$ cat config.mk
export PLATFORM = sky130hd
export DESIGN_NAME = mrs_cmd_guard
export DESIGN_NICKNAME = d
export VERILOG_FILES = /design/src/rtl/mrs_guard_pkg.sv /design/src/rtl/mrs_wait_cnt.sv /design/src/rtl/mrs_rule_check.sv /design/src/rtl/mrs_settle_fsm.sv /design/src/rtl/mrs_cmd_guard.sv
export SDC_FILE = /design/constraint.sdc
export NUM_CORES = 1
export LEC_CHECK = 0
export BUFFER_PORTS_ARGS = -buffer_cell sky130_fd_sc_hd__buf_2
export CORE_UTILIZATION = 52
export CTS_BUF_LIST = sky130_fd_sc_hd__clkbuf_4 sky130_fd_sc_hd__clkbuf_8 sky130_fd_sc_hd__clkbuf_16
export DETAILED_ROUTE_END_ITERATION = 8
export GPL_ROUTABILITY_DRIVEN = 0
export PLACE_DENSITY = 0.78
export SETUP_SLACK_MARGIN = 0.5
export SYNTH_ARGS = -nofsm -noshare
export SYNTH_HDL_FRONTEND = slang
export SYNTH_SLANG_ARGS = --single-unit
$ cat constraint.sdc
create_clock -name clk -period 3.09 [get_ports clk]
set_input_delay 0.618 -clock clk [delete_from_list [all_inputs] [get_ports clk]]
set_output_delay 0.618 -clock clk [all_outputs]
set_load 0.01 [all_outputs]
$ cat src/rtl/mrs_guard_pkg.sv
package mrs_guard_pkg;

    typedef enum logic [1:0] {
        CMD_NOP   = 2'b00,
        CMD_DES   = 2'b01,
        CMD_MRS   = 2'b10,
        CMD_OTHER = 2'b11
    } cmd_e;

    typedef enum logic [2:0] {
        VIO_NONE     = 3'd0,
        VIO_NOT_IDLE = 3'd1,
        VIO_BURST    = 3'd2,
        VIO_MRD      = 3'd3,
        VIO_MOD      = 3'd4,
        VIO_CKE      = 3'd5
    } vio_e;

    typedef enum logic [1:0] {
        ST_BOOT   = 2'd0,
        ST_SETTLE = 2'd1,
        ST_READY  = 2'd2
    } settle_e;

    localparam int WIN_MRD  = 0;
    localparam int WIN_MOD  = 1;
    localparam int WIN_CKE  = 2;
    localparam int WIN_FEAT = 3;
    localparam int NUM_WIN  = 4;

    localparam int DLL_RESET_BIT = 8;

endpackage

$ cat src/rtl/mrs_wait_cnt.sv
module mrs_wait_cnt #(
    parameter int CNT_W = 8
) (
    input  logic             clk,
    input  logic             rst_n,
    input  logic             load,
    input  logic [CNT_W-1:0] len,
    output logic             busy
);
    localparam logic [CNT_W-1:0] ONE = CNT_W'(1);

    logic [CNT_W-1:0] cnt;
    logic [CNT_W-1:0] dec;
    logic [CNT_W-1:0] len_m1;
    logic [CNT_W-1:0] nxt;

    always_comb begin
        dec    = (cnt == '0) ? '0 : cnt - ONE;
        len_m1 = (len == '0) ? '0 : len - ONE;
        if (load) begin
            // never shorten a wait that is still running
            nxt = (dec > len_m1) ? dec : len_m1;
        end else begin
            nxt = dec;
        end
    end

    always_ff @(posedge clk or negedge rst_n) begin
        if (!rst_n) begin
            cnt <= '0;
        end else begin
            cnt <= nxt;
        end
    end

    assign busy = (cnt != '0);

endmodule

$ cat src/rtl/mrs_rule_check.sv
module mrs_rule_check
    import mrs_guard_pkg::*;
(
    input  logic       req_valid,
    input  logic [1:0] req_cmd,
    input  logic       banks_idle,
    input  logic       trp_done,
    input  logic       burst_active,
    input  logic       cke_req,
    input  logic       mrd_busy,
    input  logic       mod_busy,
    input  logic       cke_busy,
    output logic       fwd,
    output logic       mrs_go,
    output logic       cke_hold,
    output vio_e       vio
);
    cmd_e cmd;
    vio_e cmd_vio;

    assign cmd = cmd_e'(req_cmd);

    always_comb begin
        cmd_vio = VIO_NONE;
        fwd     = 1'b0;
        mrs_go  = 1'b0;
        if (req_valid) begin
            unique case (cmd)
                CMD_MRS: begin
                    if (!(banks_idle && trp_done)) begin
                        cmd_vio = VIO_NOT_IDLE;
                    end else if (burst_active) begin
                        cmd_vio = VIO_BURST;
                    end else if (mrd_busy) begin
                        cmd_vio = VIO_MRD;
                    end else begin
                        fwd    = 1'b1;
                        mrs_go = 1'b1;
                    end
                end
                CMD_OTHER: begin
                    if (mod_busy) begin
                        cmd_vio = VIO_MOD;
                    end else begin
                        fwd = 1'b1;
                    end
                end
                CMD_NOP, CMD_DES: begin
                    fwd = 1'b1;
                end
            endcase
        end
    end

    always_comb begin
        cke_hold = cke_busy || mrs_go;
        if (cmd_vio != VIO_NONE) begin
            vio = cmd_vio;
        end else if (cke_hold && !cke_req) begin
            vio = VIO_CKE;
        end else begin
            vio = VIO_NONE;
        end
    end

endmodule

$ cat src/rtl/mrs_settle_fsm.sv
module mrs_settle_fsm
    import mrs_guard_pkg::*;
(
    input  logic clk,
    input  logic rst_n,
    input  logic mrs_go,
    input  logic wait_busy,
    output logic features_valid
);
    settle_e state;
    settle_e state_nxt;

    always_ff @(posedge clk or negedge rst_n) begin
        if (!rst_n) begin
            state <= ST_BOOT;
        end else begin
            state <= state_nxt;
        end
    end

    always_comb begin
        state_nxt = state;
        unique case (state)
            ST_BOOT: begin
                if (mrs_go) state_nxt = ST_SETTLE;
            end
            ST_SETTLE: begin
                if (mrs_go)          state_nxt = ST_SETTLE;
                else if (!wait_busy) state_nxt = ST_READY;
            end
            ST_READY: begin
                if (mrs_go) state_nxt = ST_SETTLE;
            end
            default: state_nxt = ST_BOOT;
        endcase
    end

    always_comb begin
        unique case (state)
            ST_READY: features_valid = 1'b1;
            default:  features_valid = 1'b0;
        endcase
    end

endmodule

$ cat src/rtl/mrs_cmd_guard.sv
module mrs_cmd_guard
    import mrs_guard_pkg::*;
#(
    parameter int CNT_W  = 8,
    parameter int ADDR_W = 13,
    parameter int BANK_W = 2
) (
    input  logic              clk,
    input  logic              rst_n,
    input  logic [CNT_W-1:0]  cfg_tmrd,
    input  logic [CNT_W-1:0]  cfg_tmod,
    input  logic [CNT_W-1:0]  cfg_tmrspden,
    input  logic [CNT_W-1:0]  cfg_txpdll,
    input  logic [CNT_W-1:0]  cfg_tdll,
    input  logic              req_valid,
    input  logic [1:0]        req_cmd,
    input  logic [BANK_W-1:0] req_mr_sel,
    input  logic [ADDR_W-1:0] req_addr,
    input  logic              req_cl_change,
    input  logic              banks_idle,
    input  logic              trp_done,
    input  logic              burst_active,
    input  logic              cke_req,
    output logic              bus_valid,
    output logic [1:0]        bus_cmd,
    output logic [BANK_W-1:0] bus_mr_sel,
    output logic [ADDR_W-1:0] bus_addr,
    output logic              cke_out,
    output logic              violation,
    output logic [2:0]        viol_code,
    output logic              features_valid
);

    function automatic logic [CNT_W-1:0] wmax(input logic [CNT_W-1:0] a,
                                              input logic [CNT_W-1:0] b);
        return (a > b) ? a : b;
    endfunction

    logic [CNT_W-1:0]   win_len [NUM_WIN];
    logic [NUM_WIN-1:0] win_busy;
    logic               is_dll_reset;
    logic               fwd;
    logic               mrs_go;
    logic               cke_hold;
    vio_e               vio;

    assign is_dll_reset = (req_mr_sel == '0) && req_addr[DLL_RESET_BIT];

    always_comb begin
        win_len[WIN_MRD]  = cfg_tmrd;
        win_len[WIN_MOD]  = req_cl_change ? wmax(cfg_tmod, cfg_txpdll) : cfg_tmod;
        win_len[WIN_CKE]  = cfg_tmrspden;
        win_len[WIN_FEAT] = is_dll_reset ? wmax(win_len[WIN_MOD], cfg_tdll)
                                         : win_len[WIN_MOD];
    end

    for (genvar w = 0; w < NUM_WIN; w++) begin : g_win
        mrs_wait_cnt #(.CNT_W(CNT_W)) u_cnt (
            .clk   (clk),
            .rst_n (rst_n),
            .load  (mrs_go),
            .len   (win_len[w]),
            .busy  (win_busy[w])
        );
    end

    mrs_rule_check u_rules (
        .req_valid    (req_valid),
        .req_cmd      (req_cmd),
        .banks_idle   (banks_idle),
        .trp_done     (trp_done),
        .burst_active (burst_active),
        .cke_req      (cke_req),
        .mrd_busy     (win_busy[WIN_MRD]),
        .mod_busy     (win_busy[WIN_MOD]),
        .cke_busy     (win_busy[WIN_CKE]),
        .fwd          (fwd),
        .mrs_go       (mrs_go),
        .cke_hold     (cke_hold),
        .vio          (vio)
    );

    mrs_settle_fsm u_fsm (
        .clk            (clk),
        .rst_n          (rst_n),
        .mrs_go         (mrs_go),
        .wait_busy      (win_busy[WIN_FEAT]),
        .features_valid (features_valid)
    );

    always_ff @(posedge clk or negedge rst_n) begin
        if (!rst_n) begin
            bus_valid  <= 1'b0;
            bus_cmd    <= CMD_DES;
            bus_mr_sel <= '0;
            bus_addr   <= '0;
            cke_out    <= 1'b0;
            violation  <= 1'b0;
            viol_code  <= VIO_NONE;
        end else begin
            bus_valid  <= fwd;
            bus_cmd    <= fwd ? req_cmd : CMD_DES;
            bus_mr_sel <= fwd ? req_mr_sel : '0;
            bus_addr   <= fwd ? req_addr : '0;
            cke_out    <= cke_req || cke_hold;
            violation  <= (vio != VIO_NONE);
            viol_code  <= vio;
        end
    end

endmodule

* Word level (Yosys, flattened, before mapping) *
Index checks and enable logic that the tools add are counted.

storage, ports and cells
  RAM bits = 0
  logic and storage cells = 103
  output and inout bits = 24
  memories = 0
  register bits after elaboration = 57
  bits in latches = 0
  ROM bits = 0
  input bits = 65

operators by class
  shift operators = 0
  multipliers = 0
  bitwise operators = 0
  reduce and logical (&&, ||, !) cells = 26
  order comparisons = 6
  $add $sub $neg = 8
  div/mod/pow operators = 0
  multiplexer cells = 44
  equal/unequal tests = 7

operators by type and width
  kind                   count
  $mux W8                20
  $logic_not A8 Y1       8
  $sub A8 B1 Y8 const B  8
  $gt A8 B8 Y1           6
  $reduce_bool A8 Y1     4
  $mux W3                6
  $mux W13               1
  $mux W2                6
  $mux W1                8
  $eq A2 B2 Y1 const B   3
  $logic_not A2 Y1       3
  $pmux W3 S2            1
  $reduce_bool A3 Y1     2
  $eq A2 B1 Y1 const B   2
  $pmux W2 S2            1
  $reduce_or A2 Y1       2
  $logic_and A1 B1 Y1    3
  $ne A3 B3 Y1 const B   1
  $pmux W1 S3            1
  $logic_or A1 B1 Y1     2
  $ne A2 B1 Y1 const B   1
  $reduce_and A2 Y1      1
  $logic_not A1 Y1       1

* Longest topological paths before layout *
Gate-level depths: netlist of run 1.

  depth in word-level cells = 11
  gate-level depth with buffers = 28
  mapped depth without buffers = 24

* Cells and area by module *
A second synthesis of run 1 with hierarchy kept.

second synthesis, totals
  cell total of the unflattened synthesis = 564
  area, all modules = 5024.8 sq um

by module, submodules not included
  module                              area each (sq um)  instances  seq. area each (sq um)  cells an instance
  mrs_wait_cnt at g_win[0].u_cnt ...  848.3              3          200.2                   104
  mrs_cmd_guard                       1348.8             1          576.8                   118
  mrs_wait_cnt at g_win[3].u_cnt      908.4              1          200.2                   106
  mrs_rule_check                      131.4              1          0.0                     21
  mrs_settle_fsm                      91.3               1          50.0                    7

* Worst setup path after synthesis of run 1 *
No wires, ideal clock.

  kind = input to register
  start = in cfg_txpdll[1]
  end = reg g_win[3].u_cnt.cnt[1]
  data required time = 2.970 ns
  setup slack = -1.774 ns
  cell stages on the path = 26
  data arrival time = 4.744 ns
  library setup time = 0.120 ns
  buffers on the path = 4
  path through = inv_1 > ha_1 > nor2b_1 > o211ai_1 > a21oi_1 > o31a_1 > buf_2 > clkbuf_1 > nor2_1 > a21o_1 > ha_1 > nor2b_1 > o211ai_1 > a211o_1 > and4_1 > clkbuf_1 > o21ai_0 > nand2_1 > ha_1 > nand3_1 > o21ai_0 > o221ai_1 > a21oi_1 > nor2_1 > buf_4 > a31o_2

on the way
  cells in the longest elaborated chain, start to end = 11
  elaborated cells between the ends (all ways) = 12
  classes of those cells = add/sub (1); order compare (3); mux (7); reduce/logical (1)

ends and longest elaborated chain
  item                                               line                 text
  start, declared                                    mrs_cmd_guard.sv:13  input logic [CNT_W-1:0] cfg_txpdll,
  $gt A8 B8 Y1                                       mrs_cmd_guard.sv:36  return (a > b) ? a : b;
  $mux W8 (*)                                        mrs_cmd_guard.sv:36
  $mux W8 (*)                                        mrs_cmd_guard.sv:51  win_len[WIN_MOD] = req_cl_change ? wmax(cfg_tmod, cfg_txpdll) : cfg_tmod;
  $gt A8 B8 Y1                                       mrs_cmd_guard.sv:36
  $mux W8                                            mrs_cmd_guard.sv:36
  $mux W8 (*)                                        mrs_cmd_guard.sv:53  win_len[WIN_FEAT] = is_dll_reset ? wmax(win_len[WIN_MOD], cfg_tdll)
  $sub A8 B1 Y8 or $logic_not A8 Y1 (tied branches)  mrs_wait_cnt.sv:19   len_m1 = (len == '0) ? '0 : len - ONE;
  $mux W8 (*)                                        mrs_wait_cnt.sv:19
  $gt A8 B8 Y1                                       mrs_wait_cnt.sv:22   nxt = (dec > len_m1) ? dec : len_m1;
  $mux W8 (*)                                        mrs_wait_cnt.sv:22
  $mux W8 (*)                                        mrs_wait_cnt.sv:20   if (load) begin
  named net g_win[3].u_cnt.nxt[1]                    mrs_wait_cnt.sv:15   logic [CNT_W-1:0] nxt;
  end signal, assigned                               mrs_wait_cnt.sv:32   cnt <= nxt;
  end, declared                                      mrs_wait_cnt.sv:12   logic [CNT_W-1:0] cnt;

Mark *: on every way through the listed nets, which the timed path passes. The rest lies on a longest branch.
A chain may end at the register's enable or synchronous reset.

* Worst setup path in the final report of run 1 *
  start = in cfg_txpdll[1]
  end = reg g_win[3].u_cnt.cnt[5]

The elaborated chain is that of the path after synthesis.

==> results.json, run 1 <==
{
  "yosysWarnings": 0,
  "fin_util_pct": 85.4,
  "first_global_vias": 6001,
  "synth-simple-area-share_pct": 24.1,
  "grt_usage_pct": 35.1,
  "clk_latency_ps": 350,
  "drt_pre_antenna_iters": 5,
  "cts_made_buffers": 9,
  "min_period_ps": 4800,
  "clock-sinks": 57,
  "report.final.slew_viol_count": 0,
  "layout_common_cells": "buf_4 (135), buf_2 (83), dfrtp_1 (55), nor2_1 (49), nand2_1 (46)",
  "clock_path_buffers": 2,
  "crit_start": "cfg_txpdll[1]",
  "synth.avg_cell_area_um2": 8.41,
  "status": "finished with violations",
  "skew_ps": 23.1,
  "synth.area.mux_share_pct": 7.06,
  "start_util_pct": 54.0,
  "final-hold-violation-count": 0,
  "row_count": 35,
  "leakagePower_nw": 3.72,
  "synth-compound-area-share_pct": 16.1,
  "cts_root_buf": "clkbuf_8",
  "synth_xor_area_share_pct": 5.07,
  "cts_tree": "done",
  "syn_area_um2": 5010,
  "cp.buffers_inverters": 5,
  "wl_per_cell_um": 20.7,
  "synthesis.nets": 719,
  "synthAdderAreaFrac_pct": 14.5,
  "rsz0062_at_grt": "true",
  "drt_iter0_drc": 496,
  "ir_drop_uv": 173,
  "maxCapViolations": 0,
  "grt_busiest_layer": "met2",
  "crit_fanout": 8,
  "synth-edff-count": 0,
  "cts_htree_levels": 3,
  "die_area_um2": 10000,
  "use_met3_pct": 8.01,
  "crit_top_cell": "ha_4",
  "cp-endpoint": "g_win[3].u_cnt.cnt[5]$_DFF_PN0_",
  "diodes": 0,
  "tightest_slew_ps": 967,
  "critical_path_class": "in2reg",
  "nets": 963,
  "path_depth": 25,
  "chipHeight_um": 100,
  "cts_hold_buffers": 0,
  "dpl.hpwl_um": 11000,
  "setup_ws_ps": -1710,
  "coreArea_um2": 9280,
  "drive_gt1_share_pct": 49.1,
  "slowest_delay_ps": 400,
  "wirelength_um": 20200,
  "crit_family": "compound AO/OA/AOI/OAI gates",
  "arrival_ps": 5050,
  "gr-total-overflow": 0,
  "fmax_mhz": 208,
  "period_share_pct": 155,
  "worstSetupEndpointType": "flip-flop",
  "violations": "negative setup slack",
  "syn_inst": 596,
  "ios": 89,
  "layout_commonest_cell": "buf_4",
  "ys_ff_latch": 57,
  "use_met1_pct": 37.5,
  "reg2regPathDepth": 14,
  "synth_cell_types": 61,
  "port-buffer-count": 88,
  "path_clk_slew_ps": 80,
  "slowest_stage": "ha_4",
  "grt_pass1_wl_um": 27500,
  "area_growth_pct": 58.2,
  "regToRegEndpoint": "g_win[3].u_cnt.cnt[5]$_DFF_PN0_",
  "power.density_nw_per_um2": 299,
  "async_reset_ff_share_pct": 100,
  "die_w_um": 100,
  "antenna_found_initial": 1,
  "r2r_slack_ps": -340,
  "holdWs_ps": 412,
  "synth_top_family_by_area": "simple AND/OR/NAND/NOR gates",
  "hold_class": "in2async",
  "finalSetupViolations": 21,
  "timing.critical_path.required_ps": 3350,
  "detail-route-antenna-nets": 0,
  "cp-start-kind": "input pin",
  "num_vias": 6116,
  "slew_headroom_pct": 35.6,
  "ys.flop_type": "dfrtp_1",
  "drc": 0,
  "met2_usage_pct": 62.6,
  "vias_per_cell": 6.28,
  "timing.rr.start": "g_win[3].u_cnt.cnt[1]$_DFF_PN0_",
  "yosysSeqAreaShare_pct": 28.5,
  "grt_max_degree": 44
}
worst min-delay path by stage:
stage          slack, ps                        from                              end
2_1_floorplan        320                       rst_n            bus_addr[0]$_DFF_PN0_
3_3_place_gp         470  u_fsm.state[1]$_DFFE_PN0P_       u_fsm.state[0]$_DFFE_PN0P_
3_5_place_dp         500  u_fsm.state[1]$_DFFE_PN0P_       u_fsm.state[0]$_DFFE_PN0P_
4_1_cts              440                       rst_n           viol_code[0]$_DFF_PN0_
5_1_grt              490                       rst_n           viol_code[0]$_DFF_PN0_
6_report             410                       rst_n  g_win[0].u_cnt.cnt[0]$_DFF_PN0_
state kept, by name, indices dropped and copies added (netlist names):
register         flops
g_win.u_cnt.cnt     32
bus_addr            13
viol_code            3
bus_cmd              2
bus_mr_sel           2
u_fsm.state          2
bus_valid            1
cke_out              1
violation            1
logic make-up (layout without fill, tap and decap cells):
family                     after synthesis  after routing
DFF                                     57             57
buffers and inverters                   61            309
adders and majority gates               58             58
muxes                                   34             34
AOI/OAI and AO/OA                      121            121
and+or+nand+nor                        236            237
xor gates and xnor gates                29             29
cell usage after synthesis, drive strengths merged, types with 2 or more instances:
master,count,area share [%]
mux2i,23,4.6
nand2,55,4.1
nor4b,2,0.35
o22ai,7,0.87
nor4,7,1.0
a21oi,32,3.6
o21ai,27,2.7
a22oi,2,0.30
o2111ai,3,0.52
or4,2,0.30
xor2,11,1.9
dfrtp,56,28
nor3b,4,0.60
o31a,2,0.35
buf,3,0.35
o211ai,7,1.1
clkbuf,9,0.67
or2,8,1.0
o21bai,2,0.30
a31oi,3,0.37
nand2b,7,1.0
nand3b,4,0.60
a31o,5,0.87
nor2,60,4.5
nand3,14,1.4
a32oi,2,0.35
and3,20,2.5
or3,5,0.72
xnor2,18,3.1
mux2,11,2.5
nand4,8,1.3
o31ai,6,1.0
nor3,23,2.4
inv,49,3.7
nor2b,10,1.2
ha,58,14
and2,4,0.50
o311ai,3,0.52
a21o,11,1.6
a211oi,3,0.45
report_power, final:
group          total (mW)  internal [mW]  switching [mW]  leakage [nW]
Clock               0.746          0.420           0.326         0.108
Combinational       0.863          0.419           0.444          2.94
Sequential          0.761          0.758         0.00283         0.666
area by class of cell:
class / instances / area, um2
clock inverter: 3 / 40.0
tap: 129 / 161
sequential: 57 / 1430
multi-input combinational: 479 / 4160
clock buffer: 13 / 160
timing repair buffer: 244 / 1750
fill: 460 / 1350
inverter: 49 / 229
per-stage QoR:
step                      TNS [ps]  worst slack (ps)  area (um2)  cells  total power, mW
after floorplan             -20340             -1440        5190    596             1.08
after global placement      -29420             -1760        6530    909             1.34
after detailed placement    -32290             -1990        6530    909             1.37
after CTS                   -18190             -1390        7490    957             2.19
after global routing        -24980             -1830        7930    974             2.45
final                       -22750             -1710        7930    974             2.37
worst register-to-register path, stage by stage, from the launching register on:
cell      delay, ps
dfrtp_1         400
inv_1           130
ha_1            170
nor4b_1         500
nand2_1         330
nand2_1         210
inv_1           110
ha_4            350
nand3_4         130
o21ai_4         170
o221ai_2        120
a21oi_2         250
nor2_4           80
buf_6           160
mux2i_1         230
layer usage:
| layer | vias up | wire length [um] |
|---|---|---|
| met4 | 2 | 1660 |
| li1 | 2631 | - |
| met1 | 2861 | 6940 |
| met5 | - | 16 |
| met2 | 442 | 10000 |
| met3 | 180 | 1590 |
repair_timing:
item | CTS | global route
cloned | 2 | 0
resized for setup | 122 | 62
setup buffers | 30 | 17
pin swaps | 61 | 40
endpoints found under the setup margin | 33 | 32
Power figures use the tool's default switching activity.
==> inputs of run 2 (changes only) <==
Settings changed: ABC_AREA set to 0, CORE_UTILIZATION 52 to 57, PLACE_DENSITY 0.78 to 0.81.
Clock period 3.09 ns to 4.5 ns, I/O delays scaled along.
==> run 2 against run 1 <==
  * The run still ends with negative setup slack left
  * Die area down 8.6%
  * Cell area is 13% lower
  * Clock power down 33%
  * Clock skew shrank 12 ps
  * Total power shrank 36%
  * Utilization decreased by 3.5 points
  * Sequential cell count unchanged
  * Via count is 11% lower
  * Combinational power decreased by 43%
  * Final cell count is 11% lower
  * First-iteration DRC count decreased by 0.60%
  * Critical endpoint is now g_win[3].u_cnt.cnt[6]$_DFF_PN0_
  * Highest routed layer is now met4
==> results.json, run 2 (synthesis gave the netlist of run 1 again) <==
{
  "status": "finished with violations",
  "violations": "negative setup slack",
  "gr-total-overflow": 0,
  "wirelength_um": 15800,
  "final-hold-violation-count": 0,
  "combPwrFrac_pct": 32.6,
  "area_growth_pct": 37.1,
  "cts_made_buffers": 9,
  "pwr-share-seq_pct": 34.4,
  "drt_pre_antenna_iters": 7,
  "critical_path_class": "in2reg",
  "grt_max_degree": 58,
  "clock_path_buffers": 2,
  "path_clk_slew_ps": 60,
  "finalSetupViolations": 16,
  "clk_latency_ps": 340,
  "cts_hold_buffers": 0,
  "cts_tree": "done",
  "power_switching_share_pct": 31.1,
  "grt_pass1_wl_um": 22600,
  "leakagePower_nw": 3.27,
  "largest_reg_flops": 32,
  "layout_commonest_cell": "buf_2",
  "dr_wl_met2_um": 7670,
  "ir_drop_uv": 136,
  "vias_per_cell": 6.23,
  "setup_ws_ps": -483,
  "clock-sinks": 57,
  "cts_root_buf": "clkbuf_8",
  "num_vias": 5430,
  "wl_met3_um": 1100,
  "placed_cell_area_um2": 6020,
  "diodes": 0,
  "ios": 89,
  "grt_usage_pct": 31.9,
  "first_global_vias": 5083,
  "cts_htree_levels": 3,
  "fmax_mhz": 201,
  "cp-start-kind": "input pin",
  "total_power_mw": 1.52,
  "drt_iter0_drc": 493,
  "switching_power_uw": 473,
  "chipHeight_um": 95.8,
  "detail-route-antenna-nets": 0,
  "skew_ps": 11.2,
  "wl_per_cell_um": 18.1,
  "slowest_delay_ps": 350,
  "wl_met1_um": 6140,
  "dpl.hpwl_um": 10400,
  "top_register": "g_win.u_cnt.cnt",
  "die_area_um2": 9170,
  "min_period_ps": 4980,
  "row_count": 33,
  "post-place-ws_ps": -882,
  "internal_power_mw": 1.05,
  "worstSetupEndpointType": "flip-flop",
  "coreArea_um2": 8380,
  "crit_fanout": 8,
  "slowest_stage": "o31a_4",
  "die_w_um": 95.8,
  "timing.critical_path.required_ps": 4720,
  "power.share.clock_pct": 33.0,
  "layout_common_cells": "buf_2 (87), buf_4 (64), dfrtp_1 (56), nor2_1 (55), nand2_1 (50)",
  "report.final.slew_viol_count": 0,
  "drc": 0,
  "period_share_pct": 111,
  "setup-tns-final_ps": -4050,
  "antenna_found_initial": 0,
  "rsz0062_at_grt": "true",
  "slew_headroom_pct": 44.6,
  "routed.top_layer": "met4",
  "port-buffer-count": 88,
  "fin_area_um2": 6870,
  "start_util_pct": 59.8,
  "tightest_slew_ps": 825,
  "power.density_nw_per_um2": 221,
  "nets": 884,
  "hold_class": "reg2reg",
  "top_regs": "g_win.u_cnt.cnt: 32 flops, bus_addr: 13 flops, viol_code: 3 flops",
  "drive_gt1_share_pct": 36.6,
  "maxCapViolations": 0,
  "arrival_ps": 5200
}
run 2: cell count changes in the layout (fill, tap and decap cells not counted), moves of 6 or more:
| cell | delta |
|---|---|
| nor2_1 | +6 |
| mux2i_1 | +6 |
| ha_4 | -9 |
| mux2i_2 | -6 |
| inv_1 | +7 |
| buf_4 | -71 |
| buf_6 | -10 |
| ha_1 | +7 |
run 2: worst max-delay path: cells and delay by family:
kind	cells	cell delay (ps)
compound gates	13	2330
simple gates	6	650
fa+ha+maj	3	860
buf+inv	4	460
run 2: metal layers:
metal  vias up  track usage (%)
met5         -                0
met2       305             56.4
met4         0             13.7
met1      2557             37.9
met3        98             5.77
li1       2470                -
run 2: timing repair:
action                     in CTS  in global routing
setup endpoints to repair      16                 16
setup buffers                  12                  6
pin swaps                      29                 28
hold endpoints to repair        0                  0
gates cloned                    2                  0
gates resized for setup        65                 43
run 2: final cells by class:
cell class	count	area, um2
multi-input cells	479	3820
fillers	481	1510
flip-flops and latches	57	1430
repair buffers	165	1090
inverters	49	194
clock buffers	12	159
well taps	105	131
clock inverters	4	51.3
run 2: final timing paths:
kind                                                 startpoint                              end  slack, ps  cells after the start
worst max-delay path                              cfg_txpdll[1]  g_win[3].u_cnt.cnt[6]$_DFF_PN0_       -480                     26
worst min-delay path                 u_fsm.state[1]$_DFFE_PN0P_       u_fsm.state[0]$_DFFE_PN0P_        490                      1
worst max register to register  g_win[2].u_cnt.cnt[0]$_DFF_PN0_  g_win[2].u_cnt.cnt[0]$_DFF_PN0_        760                     13
worst min register to register       u_fsm.state[1]$_DFFE_PN0P_       u_fsm.state[0]$_DFFE_PN0P_        490                      1
max in group asynchronous                                 rst_n  g_win[3].u_cnt.cnt[0]$_DFF_PN0_       3340                      2
min in group asynchronous                                 rst_n             bus_cmd[1]$_DFF_PN0_        690                      2
run 2: stage by stage:
stage	std cells	util [%]	hold WS, ps
after floorplan	596	-	456
after global placement	835	71.8	466
after detailed placement	835	71.8	489
after CTS	865	78.8	497
after global routing	871	82.0	518
final	871	82.0	495
run 2: power by group through the flow:
stage / Sequential [mW] / Clock [mW] / Combinational, mW
after detailed placement: 0.533 / 0 / 0.366
after floorplan: 0.538 / 0 / 0.197
after CTS: 0.523 / 0.506 / 0.412
final: 0.523 / 0.501 / 0.495
after global placement: 0.533 / 0 / 0.348
after global routing: 0.524 / 0.534 / 0.530
==> inputs of run 3 (changes only) <==
Clock period 4.5 ns to 4.8 ns, I/O delays scaled along.
==> run 3 against run 2 <==
  * Final cell count decreased by 1.3%
  * Largest power group is now the clock network
  * Count of clock-buffer cells in the layout is 3 lower
  * Worst setup slack better by 250 ps
  * Global-route usage is 0.14 points higher
  * Non-clock buffer count shrank 10
  * Highest routed layer unchanged
  * Sequential cell count did not move
  * Utilization is 2.5 points lower
  * Die area is the same
  * The flow still finishes with violations (negative setup slack)
  * Largest cell class unchanged
  * Sequential power down 6.3%
==> results.json, run 3 (synthesis gave the netlist of run 1 again) <==
{
  "worstSetupEndpointType": "flip-flop",
  "die_w_um": 95.8,
  "wirelength_um": 15200,
  "crit_start": "cfg_txpdll[1]",
  "dpl.hpwl_um": 10500,
  "cp-start-kind": "input pin",
  "regToRegEndpoint": "g_win[2].u_cnt.cnt[3]$_DFF_PN0_",
  "slowest_delay_ps": 380,
  "power.density_nw_per_um2": 215,
  "area_growth_pct": 32.9,
  "grt_usage_pct": 32.0,
  "multi_input_area_um2": 3660,
  "setup_ws_ps": -236,
  "holdWs_ps": 496,
  "clock_path_buffers": 2,
  "drt_iter0_drc": 423,
  "gr-total-overflow": 0,
  "ios": 89,
  "clock-sinks": 57,
  "min_path_cells": 1,
  "drc": 0,
  "finalSetupViolations": 8,
  "detail-route-antenna-nets": 0,
  "regArea_um2": 1430,
  "ir_drop_uv": 156,
  "r2r_slack_ps": 1030,
  "place_inst": 832,
  "skew_ps": 13.9,
  "grt_pass1_wl_um": 22800,
  "wl_per_cell_um": 17.6,
  "grt_max_degree": 58,
  "maxCapViolations": 0,
  "coreArea_um2": 8380,
  "final_cells": 860,
  "hold_class": "reg2reg",
  "cts_made_buffers": 9,
  "hold_start": "u_fsm.state[1]$_DFFE_PN0P_",
  "die_area_um2": 9170,
  "rsz0062_at_grt": "true",
  "post-place-ws_ps": -710,
  "diodes": 0,
  "top_register": "g_win.u_cnt.cnt",
  "violations": "negative setup slack",
  "largest_reg_flops": 32,
  "drt_pre_antenna_iters": 5,
  "timing.critical_path.required_ps": 5040,
  "top_regs": "g_win.u_cnt.cnt: 32 flops, bus_addr: 13 flops, viol_code: 3 flops",
  "cts_root_buf": "clkbuf_8",
  "timing.rr.start": "g_win[2].u_cnt.cnt[0]$_DFF_PN0_",
  "antenna_found_initial": 0,
  "leakagePower_nw": 3.17,
  "crit_top_cell": "o211ai_1",
  "critical_path_class": "in2reg",
  "fmax_mhz": 199,
  "chipHeight_um": 95.8,
  "path_clk_slew_ps": 70,
  "cts_hold_buffers": 0,
  "crit_fanout": 8,
  "port-buffer-count": 88,
  "placed_cell_area_um2": 6000,
  "vias_per_cell": 6.07,
  "fill_cells": 535,
  "status": "finished with violations",
  "final-hold-violation-count": 0,
  "period_share_pct": 105,
  "nets": 873,
  "arrival_ps": 5280,
  "slew_headroom_pct": 45.1,
  "num_vias": 5224,
  "cts_tree": "done",
  "start_util_pct": 59.8,
  "holdPathEnd": "u_fsm.state[0]$_DFFE_PN0P_",
  "layout_common_cells": "buf_2 (85), buf_4 (60), nor2_1 (56), dfrtp_1 (56), nand2_1 (51)",
  "fin_area_um2": 6660,
  "cts_htree_levels": 3,
  "layout_commonest_cell": "buf_2",
  "report.final.slew_viol_count": 0,
  "tightest_slew_ps": 817,
  "setup-tns-final_ps": -1450,
  "slowest_stage": "ha_1",
  "cp_cell_sequence": "buf_8 -> inv_8 -> ha_4 -> nor2b_4 -> o211ai_1 -> a21oi_2 -> o31a_4 -> a21o_1 -> ha_1 -> nor2b_1 -> o211ai_1 -> a211o_1 -> nand4_1 -> o211ai_1 -> o2111ai_2 -> ha_1 -> a21oi_2 -> nor2b_1 -> o221ai_1 -> a21oi_1 -> nor2_2 -> buf_6 -> mux2i_1",
  "clk_latency_ps": 340,
  "first_global_vias": 5081,
  "drive_gt1_share_pct": 33.1,
  "reg2regPathDepth": 13,
  "row_count": 33,
  "min_period_ps": 5040
}
==> run 3: cell count changes in the layout (fill, tap and decap cells not counted), moves of 3 or more <==
| cell | delta |
|---|---|
| a211oi_2 | -3 |
| buf_4 | -4 |
| buf_6 | -6 |
| inv_6 | +3 |
| a21oi_1 | +3 |
==> run 3: layout make-up <==
cell class                      instances  share of cell area (%)
Sequential cell                        57                    21.4
Timing Repair Buffer                  155                    15.2
Clock inverter                          7                    1.52
Inverter                               49                    2.95
Tap cell                              105                    1.97
Clock buffer                            9                    1.86
Multi-Input combinational cell        478                    55.0
==> run 3: worst max-delay path by stage <==
stage / end / cells past startpoint
2_1_floorplan: g_win[3].u_cnt.cnt[1]$_DFF_PN0_ / 23
3_3_place_gp: g_win[3].u_cnt.cnt[5]$_DFF_PN0_ / 25
3_5_place_dp: g_win[3].u_cnt.cnt[3]$_DFF_PN0_ / 23
4_1_cts: g_win[3].u_cnt.cnt[2]$_DFF_PN0_ / 25
5_1_grt: g_win[3].u_cnt.cnt[2]$_DFF_PN0_ / 23
6_report: g_win[3].u_cnt.cnt[2]$_DFF_PN0_ / 23
==> run 3: timing repair <==
item	4_1_cts	5_1_grt
setup buffers	6	6
gates cloned	0	0
setup endpoints to repair	16	16
pin swaps	29	29
resized for setup	48	31
==> run 3: stage by stage <==
step           total power, mW  util (%)
2_1_floorplan            0.689         -
3_3_place_gp             0.825      71.6
3_5_place_dp             0.844      71.6
4_1_cts                   1.38      77.1
5_1_grt                   1.50      79.4
6_report                  1.43      79.4
==> run 3: power breakdown <==
group,leakage (nW),switching (mW),internal (mW),total [mW]
registers,0.667,0.00227,0.488,0.490
clock network,0.106,0.221,0.296,0.517
logic,2.39,0.227,0.200,0.427
total,3.17,0.450,0.984,1.43
==> run 3: metal layers <==
layer / global-route usage, % / up-vias / share of wire (%)
li1: - / 2448 / -
met1: 37.3 / 2437 / 39
met2: 59.2 / 264 / 50
met3: 4.50 / 75 / 6.3
met4: 12.3 / 0 / 4.7
met5: 0 / - / 0
==> run 3: critical path, delay by kind of cell <==
kind	cells	cell delay, ps
buf+inv	3	310
compound gates	11	2120
mux	1	220
fa+ha+maj	3	870
simple gates	5	790
